--- src/rtl/bmm_pkg.sv ---
package bmm_pkg;

  typedef enum logic [1:0] {
    BMM_FLIP = 2'd0,
    BMM_XOR  = 2'd1,
    BMM_OR   = 2'd2,
    BMM_AND  = 2'd3
  } bmm_mode_e;

endpackage

--- src/rtl/bmm_transpose.sv ---
module bmm_transpose #(
  parameter int DIM = 8
) (
  input  logic [DIM*DIM-1:0] mat_i,
  output logic [DIM*DIM-1:0] mat_o
);
  // element (row j, col k) moves to (row k, col j)
  for (genvar j = 0; j < DIM; j++) begin : g_row
    for (genvar k = 0; k < DIM; k++) begin : g_col
      assign mat_o[k*DIM + j] = mat_i[j*DIM + k];
    end
  end
endmodule

--- src/rtl/bmm_dot_cell.sv ---
module bmm_dot_cell #(
  parameter int DIM = 8
) (
  input  logic [DIM-1:0] row_i,
  input  logic [DIM-1:0] col_i,
  input  logic           kbit_i,
  output logic           xor_o,
  output logic           or_o,
  output logic           and_o
);
  function automatic logic odd_ones(input logic [DIM-1:0] v);
    return ^v;
  endfunction

  function automatic logic any_one(input logic [DIM-1:0] v);
    return |v;
  endfunction

  function automatic logic all_ones(input logic [DIM-1:0] v);
    return &v;
  endfunction

  logic [DIM-1:0] meet;
  assign meet  = row_i & col_i;
  assign xor_o = kbit_i ^ odd_ones(meet);
  assign or_o  = any_one(meet);
  assign and_o = all_ones(meet);
endmodule

--- src/rtl/bitmat_mul_unit.sv ---
module bitmat_mul_unit #(
  parameter int DIM = 8
) (
  input  logic                clk,
  input  logic                rst_n,
  input  logic                in_valid,
  input  logic [1:0]          mode,
  input  logic [DIM*DIM-1:0]  mat_a,
  input  logic [DIM*DIM-1:0]  mat_b,
  input  logic [DIM-1:0]      xor_const,
  output logic                out_valid,
  output logic [DIM*DIM-1:0]  result
);
  import bmm_pkg::*;

  localparam int W = DIM * DIM;

  logic [W-1:0] a_flip;
  logic [W-1:0] b_cols;
  logic [W-1:0] cell_xor;
  logic [W-1:0] cell_or;
  logic [W-1:0] cell_and;
  logic [W-1:0] next_res;
  logic         capture;
  bmm_mode_e    sel;

  assign sel     = bmm_mode_e'(mode);
  assign capture = in_valid;

  bmm_transpose #(.DIM(DIM)) u_flip_a (.mat_i(mat_a), .mat_o(a_flip));
  bmm_transpose #(.DIM(DIM)) u_flip_b (.mat_i(mat_b), .mat_o(b_cols));

  for (genvar r = 0; r < DIM; r++) begin : g_r
    for (genvar c = 0; c < DIM; c++) begin : g_c
      bmm_dot_cell #(.DIM(DIM)) u_cell (
        .row_i  (mat_a[r*DIM +: DIM]),
        .col_i  (b_cols[c*DIM +: DIM]),
        .kbit_i (xor_const[c]),
        .xor_o  (cell_xor[r*DIM + c]),
        .or_o   (cell_or[r*DIM + c]),
        .and_o  (cell_and[r*DIM + c])
      );
    end
  end

  always_comb begin
    case (sel)
      BMM_FLIP: next_res = a_flip;
      BMM_XOR:  next_res = cell_xor;
      BMM_OR:   next_res = cell_or;
      default:  next_res = cell_and;
    endcase
  end

  always_ff @(posedge clk) begin
    if (!rst_n) begin
      out_valid <= 1'b0;
      result    <= '0;
    end else begin
      out_valid <= capture;
      if (capture) result <= next_res;
    end
  end

  // strobe produces valid exactly one cycle later
  a_r7_valid_latency: assert property (@(posedge clk) disable iff (!rst_n)
    in_valid |=> out_valid);
  // no strobe, result frozen and valid low
  a_r8_hold: assert property (@(posedge clk) disable iff (!rst_n)
    !in_valid |=> ($stable(result) && !out_valid));
  // an all-ones meet is always also a nonzero meet
  a_r6_and_implies_or: assert property (@(posedge clk) disable iff (!rst_n)
    in_valid |-> ((cell_and & ~cell_or) == '0));
  // zero first operand leaves only the column constant, repeated per row
  a_r4_zero_a_gives_const: assert property (@(posedge clk) disable iff (!rst_n)
    (in_valid && mode == 2'd1 && mat_a == '0) |=> (result == {DIM{$past(xor_const)}}));
  // zero second operand gives an empty OR product
  a_r5_or_zero_b: assert property (@(posedge clk) disable iff (!rst_n)
    (in_valid && mode == 2'd2 && mat_b == '0) |=> (result == '0));
endmodule

--- config.mk ---
export PLATFORM = sky130hd
export DESIGN_NAME = bitmat_mul_unit
export DESIGN_NICKNAME = d
export VERILOG_FILES = /design/src/rtl/bmm_pkg.sv /design/src/rtl/bmm_transpose.sv /design/src/rtl/bmm_dot_cell.sv /design/src/rtl/bitmat_mul_unit.sv
export SDC_FILE = /design/constraint.sdc
export NUM_CORES = 1
export LEC_CHECK = 0
export BUFFER_PORTS_ARGS = -buffer_cell sky130_fd_sc_hd__buf_2
export CORE_ASPECT_RATIO = 1.25
export CORE_MARGIN = 4
export CORE_UTILIZATION = 40
export CTS_BUF_LIST = sky130_fd_sc_hd__clkbuf_4
export DETAILED_ROUTE_END_ITERATION = 7
export PLACE_DENSITY = 0.62
export SLEW_MARGIN = 20
export SYNTH_ARGS = -nofsm -noshare
export SYNTH_HDL_FRONTEND = slang
export SYNTH_SLANG_ARGS = --single-unit
--- constraint.sdc ---
create_clock -name clk -period 2.9 [get_ports clk]
set_input_delay 0.435 -clock clk [delete_from_list [all_inputs] [get_ports clk]]
set_output_delay 0.435 -clock clk [all_outputs]
set_load 0.005 [all_outputs]
Word-level counts from Yosys, hierarchy flattened
Index checks and enable logic that the tools add are counted.
{"block": "totals", "regBits": 65, "inputBits": 141, "output_inout_bits": 65, "word_cells": 326}
{"block": "op_classes", "eq_ne": 2, "mux": 1, "n_bitwise": 128, "n_reduce_logical": 193}
{"operator": "$and 8x8->8", "n": 64}
{"operator": "$reduce_and 8->1", "n": 64}
{"operator": "$reduce_or 8->1", "n": 64}
{"operator": "$reduce_xor 8->1", "n": 64}
{"operator": "$pmux 64 s3", "n": 1}
{"operator": "$xor 1x1->1", "n": 64}
{"operator": "$eq 2x1->1 const B", "n": 1}
{"operator": "$eq 2x2->1 const B", "n": 1}
{"operator": "$logic_not 2->1", "n": 1}

Longest topological paths before layout
{"block": "depth", "ltp_word": 4, "ltp_mapped": 8, "mapped_depth_nobuf": 7}

By module
A second synthesis with hierarchy kept.
{"block": "unflattened", "cells_unflattened": 2349, "hier_area_um2": 19835.3}
{"module": "bmm_dot_cell", "n_inst": 64, "cells_per_inst": 29, "area_each_um2": 227.7, "seq_area_each_um2": 0.0}
{"module": "bitmat_mul_unit", "n_inst": 1, "cells_per_inst": 365, "area_each_um2": 4300.4, "seq_area_each_um2": 1301.2}
{"module": "bmm_transpose", "n_inst": 2, "cells_per_inst": 64, "area_each_um2": 480.5, "seq_area_each_um2": 0.0}

Least setup slack after synthesis
Ideal clock, no wire load.
{"block": "synth_timing", "path_type": "input to register", "start": "input port mat_a[47]", "end": "register result[44]", "setup_ns": 0.121, "arrival_ns": 1.746, "required_ns": 2.779, "path_slack_ns": 1.033, "stages": 7, "path_buffers": 1, "path_cell_list": "clkbuf_1 -> nand2_1 -> ha_1 -> xnor3_1 -> xnor2_1 -> o21ai_0 -> o21ai_1"}
{"block": "synth_via", "elab_chain_len": 4, "elab_cells_between_ends": 6, "classes_between": "mux (1); bitwise (2); reduce/logical (3)"}
{"item": "start: declaration", "line_no": "bitmat_mul_unit.sv:8", "rtl": "input logic [DIM*DIM-1:0] mat_a,"}
{"item": "$and 8x8->8 *", "line_no": "bmm_dot_cell.sv:24", "rtl": "assign meet = row_i & col_i;"}
{"item": "$reduce_xor 8->1", "line_no": "bmm_dot_cell.sv:12", "rtl": "return ^v;"}
{"item": "$xor 1x1->1", "line_no": "bmm_dot_cell.sv:25", "rtl": "assign xor_o = kbit_i ^ odd_ones(meet);"}
{"item": "$pmux 64 s3 *", "line_no": "bitmat_mul_unit.sv:47", "rtl": "case (sel)"}
{"item": "end signal: assignment", "line_no": "bitmat_mul_unit.sv:61", "rtl": "if (capture) result <= next_res;"}
{"item": "end: declaration", "line_no": "bitmat_mul_unit.sv:12", "rtl": "output logic [DIM*DIM-1:0] result"}
Mark *: on every way between the ends. The rest lies on a longest branch, timed or not.
A chain may end at the register's enable or synchronous reset.

Final worst setup path
{"block": "layout_timing", "start": "register result[27]", "end": "output port result[27]"}
No word-level cell between the ends.

==> results_dict.tcl <==
set metrics [dict create \
    outcome "complete, no violations" \
    cts.sinks 65 \
    period_needed_ns 1.62 \
    synth_area_leaders "ha_1 36%, nand2_1 12%, inv_1 11%, xnor3_1 8.2%, dfxtp_1 7.4%" \
    path_cells "buf_2" \
    drt-wirelength-per-cell_um 24.0 \
    syn_nets 3062 \
    synthSimpleGateAreaFrac_pct 19.4 \
    grt_pass1_wl_mm 105 \
    postCtsHoldBufs 0 \
    fin_tns_setup_ns 0 \
    cts.repair.resized 0 \
    rsz0062_at_grt "false" \
    area_growth_pct 7.40 \
    relSlewSlack_pct 55.8 \
    core_um2 43300 \
    drtIter0Drc 1542 \
    p_int_w 0.00254 \
    synth.most_common_cell "nand2_1" \
    wirelength_mm 72.9 \
    async_flop_share_pct 0 \
    die_h_um 242 \
    max_freq_ghz 0.617 \
    crit_required_ns 2.47 \
    p_per_area_nw_per_um2 256 \
    yosys.area.top_type "ha_1" \
    swShare_pct 47.3 \
    synth_top_family_by_area "adder cells" \
    yosysTopAreaCellShare_pct 36.5 \
    synth_warnings 0 \
    cts_setup_buffers 0 \
    drive_above_1_share_pct 10.0 \
    syn_area_um2 17600 \
    layout_worst_path_cycle_share_pct 55.9 \
    synthAdderAreaFrac_pct 36.5 \
    synthXorXnorAreaFrac_pct 14.6 \
    worst_slack_ns 1.28 \
    setup_viol 0 \
    avgSynthCellArea_um2 7.29 \
    grt_start_max_net_pins 66 \
    cts_buffers 9 \
    worstSetupPathType "flip-flop to output pin" \
    cts_buffer_depth 2 \
    hold_violations 0 \
    synth_cell_type_count 20 \
    muxShareOfSynthArea_pct 0 \
    vias_per_cell 5.58 \
    cp_slowest_cell "dfxtp_1" \
    synth-compound-area-share_pct 7.22 \
    gp_congestion 0.923 \
    sequentialPowerShare_pct 21.7 \
    num_rows 85 \
    ant_nets 0 \
    dp_hpwl_mm 50.5 \
    ys_seq_elements 65 \
    drv_slew 0 \
    path_max_fanout 2 \
    worstSetupStartpointType "flip-flop" \
    clkSlewWorstSetupHoldPaths_ns 0.14 \
    grt_pass1_vias 17100 \
    combinationalPowerShare_pct 62.9 \
    cp_data_arrival_time_ns 1.19 \
    maxCapViolCount 0 \
    cp_top_family "flip-flops" \
    die_area_um2 47400 \
    cp_slowest_stage_delay_ns 0.47 \
    ctsHtreeMaxLevel 3 \
    drtPass1Iterations 6 \
    clkLatencyLatePin_ns 0.56 \
    worst_clock_skew_ns 0 \
    cts_tree "built" \
    io_pins 206 \
    numPortBuffers 205 \
    netlist_instances 2409 \
    peakVddDrop_v 0.000194 \
    cts_root_buf "clkbuf_4" \
    min_path_type "primary input to flip-flop" \
    p_leak_nw 12.5 \
    drc 0 \
    yosysSeqAreaShare_pct 7.41 \
    die_w_um 195 \
    p_sw_w 0.00228 \
    synth_common_cells "576 x nand2_1, 512 x ha_1, 512 x inv_1, 128 x nand4_1, 124 x clkbuf_1" \
    clkPwrFrac_pct 15.4 \
    pre_cts_slack_ns 0.783 \
    grt_overflow 0 \
    tightest_slew_ns 0.663 \
    crit_buf_inv 1 \
    synthFlopType "dfxtp_1" \
    initial_core_util_pct 40.6 \
    antenna_found_initial 3 \
    synth-edff-count 0 \
    nets 3124 \
    via_count 17000 \
    critPathCaptureType "output pin" \
    grt_usage_pct 29.7 \
]
## final timing paths
kind,from,end,slack [ns],depth (start not counted)
worst min-delay path,mat_a[63],result[63],0.38,3
worst max-delay path,result[27],result[27],1.28,1
worst min register to register,result[46],result[46],0.45,2
worst max register to register,result[27],result[27],2.23,2
## state kept, by name, indices dropped and copies added, names as in the netlist
name       cells
out_valid      1
result        64
## logic make-up after synthesis
group,count (synthesis)
AOI/OAI and AO/OA,192
and+or+nand+nor,774
xor gates and xnor gates,192
DFF,65
adders and majority gates,512
buffers and inverters,674
## cell usage in the layout (no fill, tap or decap)
cell,count
diode_2,4
o21ai_1,84
o221ai_1,64
xor2_1,64
clkbuf_4,9
dfxtp_1,65
o21ai_0,26
ha_1,512
nor2b_4,1
inv_1,512
buf_12,6
clkinv_2,1
and2_2,2
bufinv_16,1
buf_4,2
buf_2,205
clkinv_1,4
xnor2_1,64
nand2_1,576
nand4_1,128
and2_1,64
o21ai_2,18
xnor3_1,64
nand2b_2,2
or2_2,1
## power by group through the flow
stage / combinational, W / clock, W / sequential, W
finish: 0.00303 / 0.000743 / 0.00105
global route: 0.00329 / 0.000783 / 0.00106
CTS: 0.00300 / 0.000757 / 0.00105
detailed placement: 0.00298 / 0 / 0.00107
global placement: 0.00290 / 0 / 0.00107
floorplan: 0.00210 / 0 / 0.00105
## final cells by class
type,instances,area [um2]
fillers,4329,24400
well taps,565,707
flip-flops and latches,65,1300
clock inverters,6,50.0
repair buffers,213,1160
multi-input cells,1670,13700
diodes,4,10.0
clock buffers,9,67.6
inverters,512,1920
## stage by stage
step	total power, W	hold WS, ns	utilization (%)	instances	instance area [um2]
floorplan	0.00315	0.443	-	2409	17600
global placement	0.00397	0.437	43.3	3025	18700
detailed placement	0.00405	0.439	43.3	3025	18700
CTS	0.00480	0.331	43.6	3040	18900
global route	0.00513	0.383	43.6	3042	18900
finish	0.00482	0.380	43.6	3044	18900
## metal layers
layer  vias to the layer above  routed length (um)  global-route usage (%)
met5                         -                  11                       0
met4                         2                6290                    21.8
met3                       336                6550                    5.09
met2                       926               33500                    49.5
met1                      8050               26500                    33.8
li1                       7664                   -                       -
(Power assumes the default switching activity.)
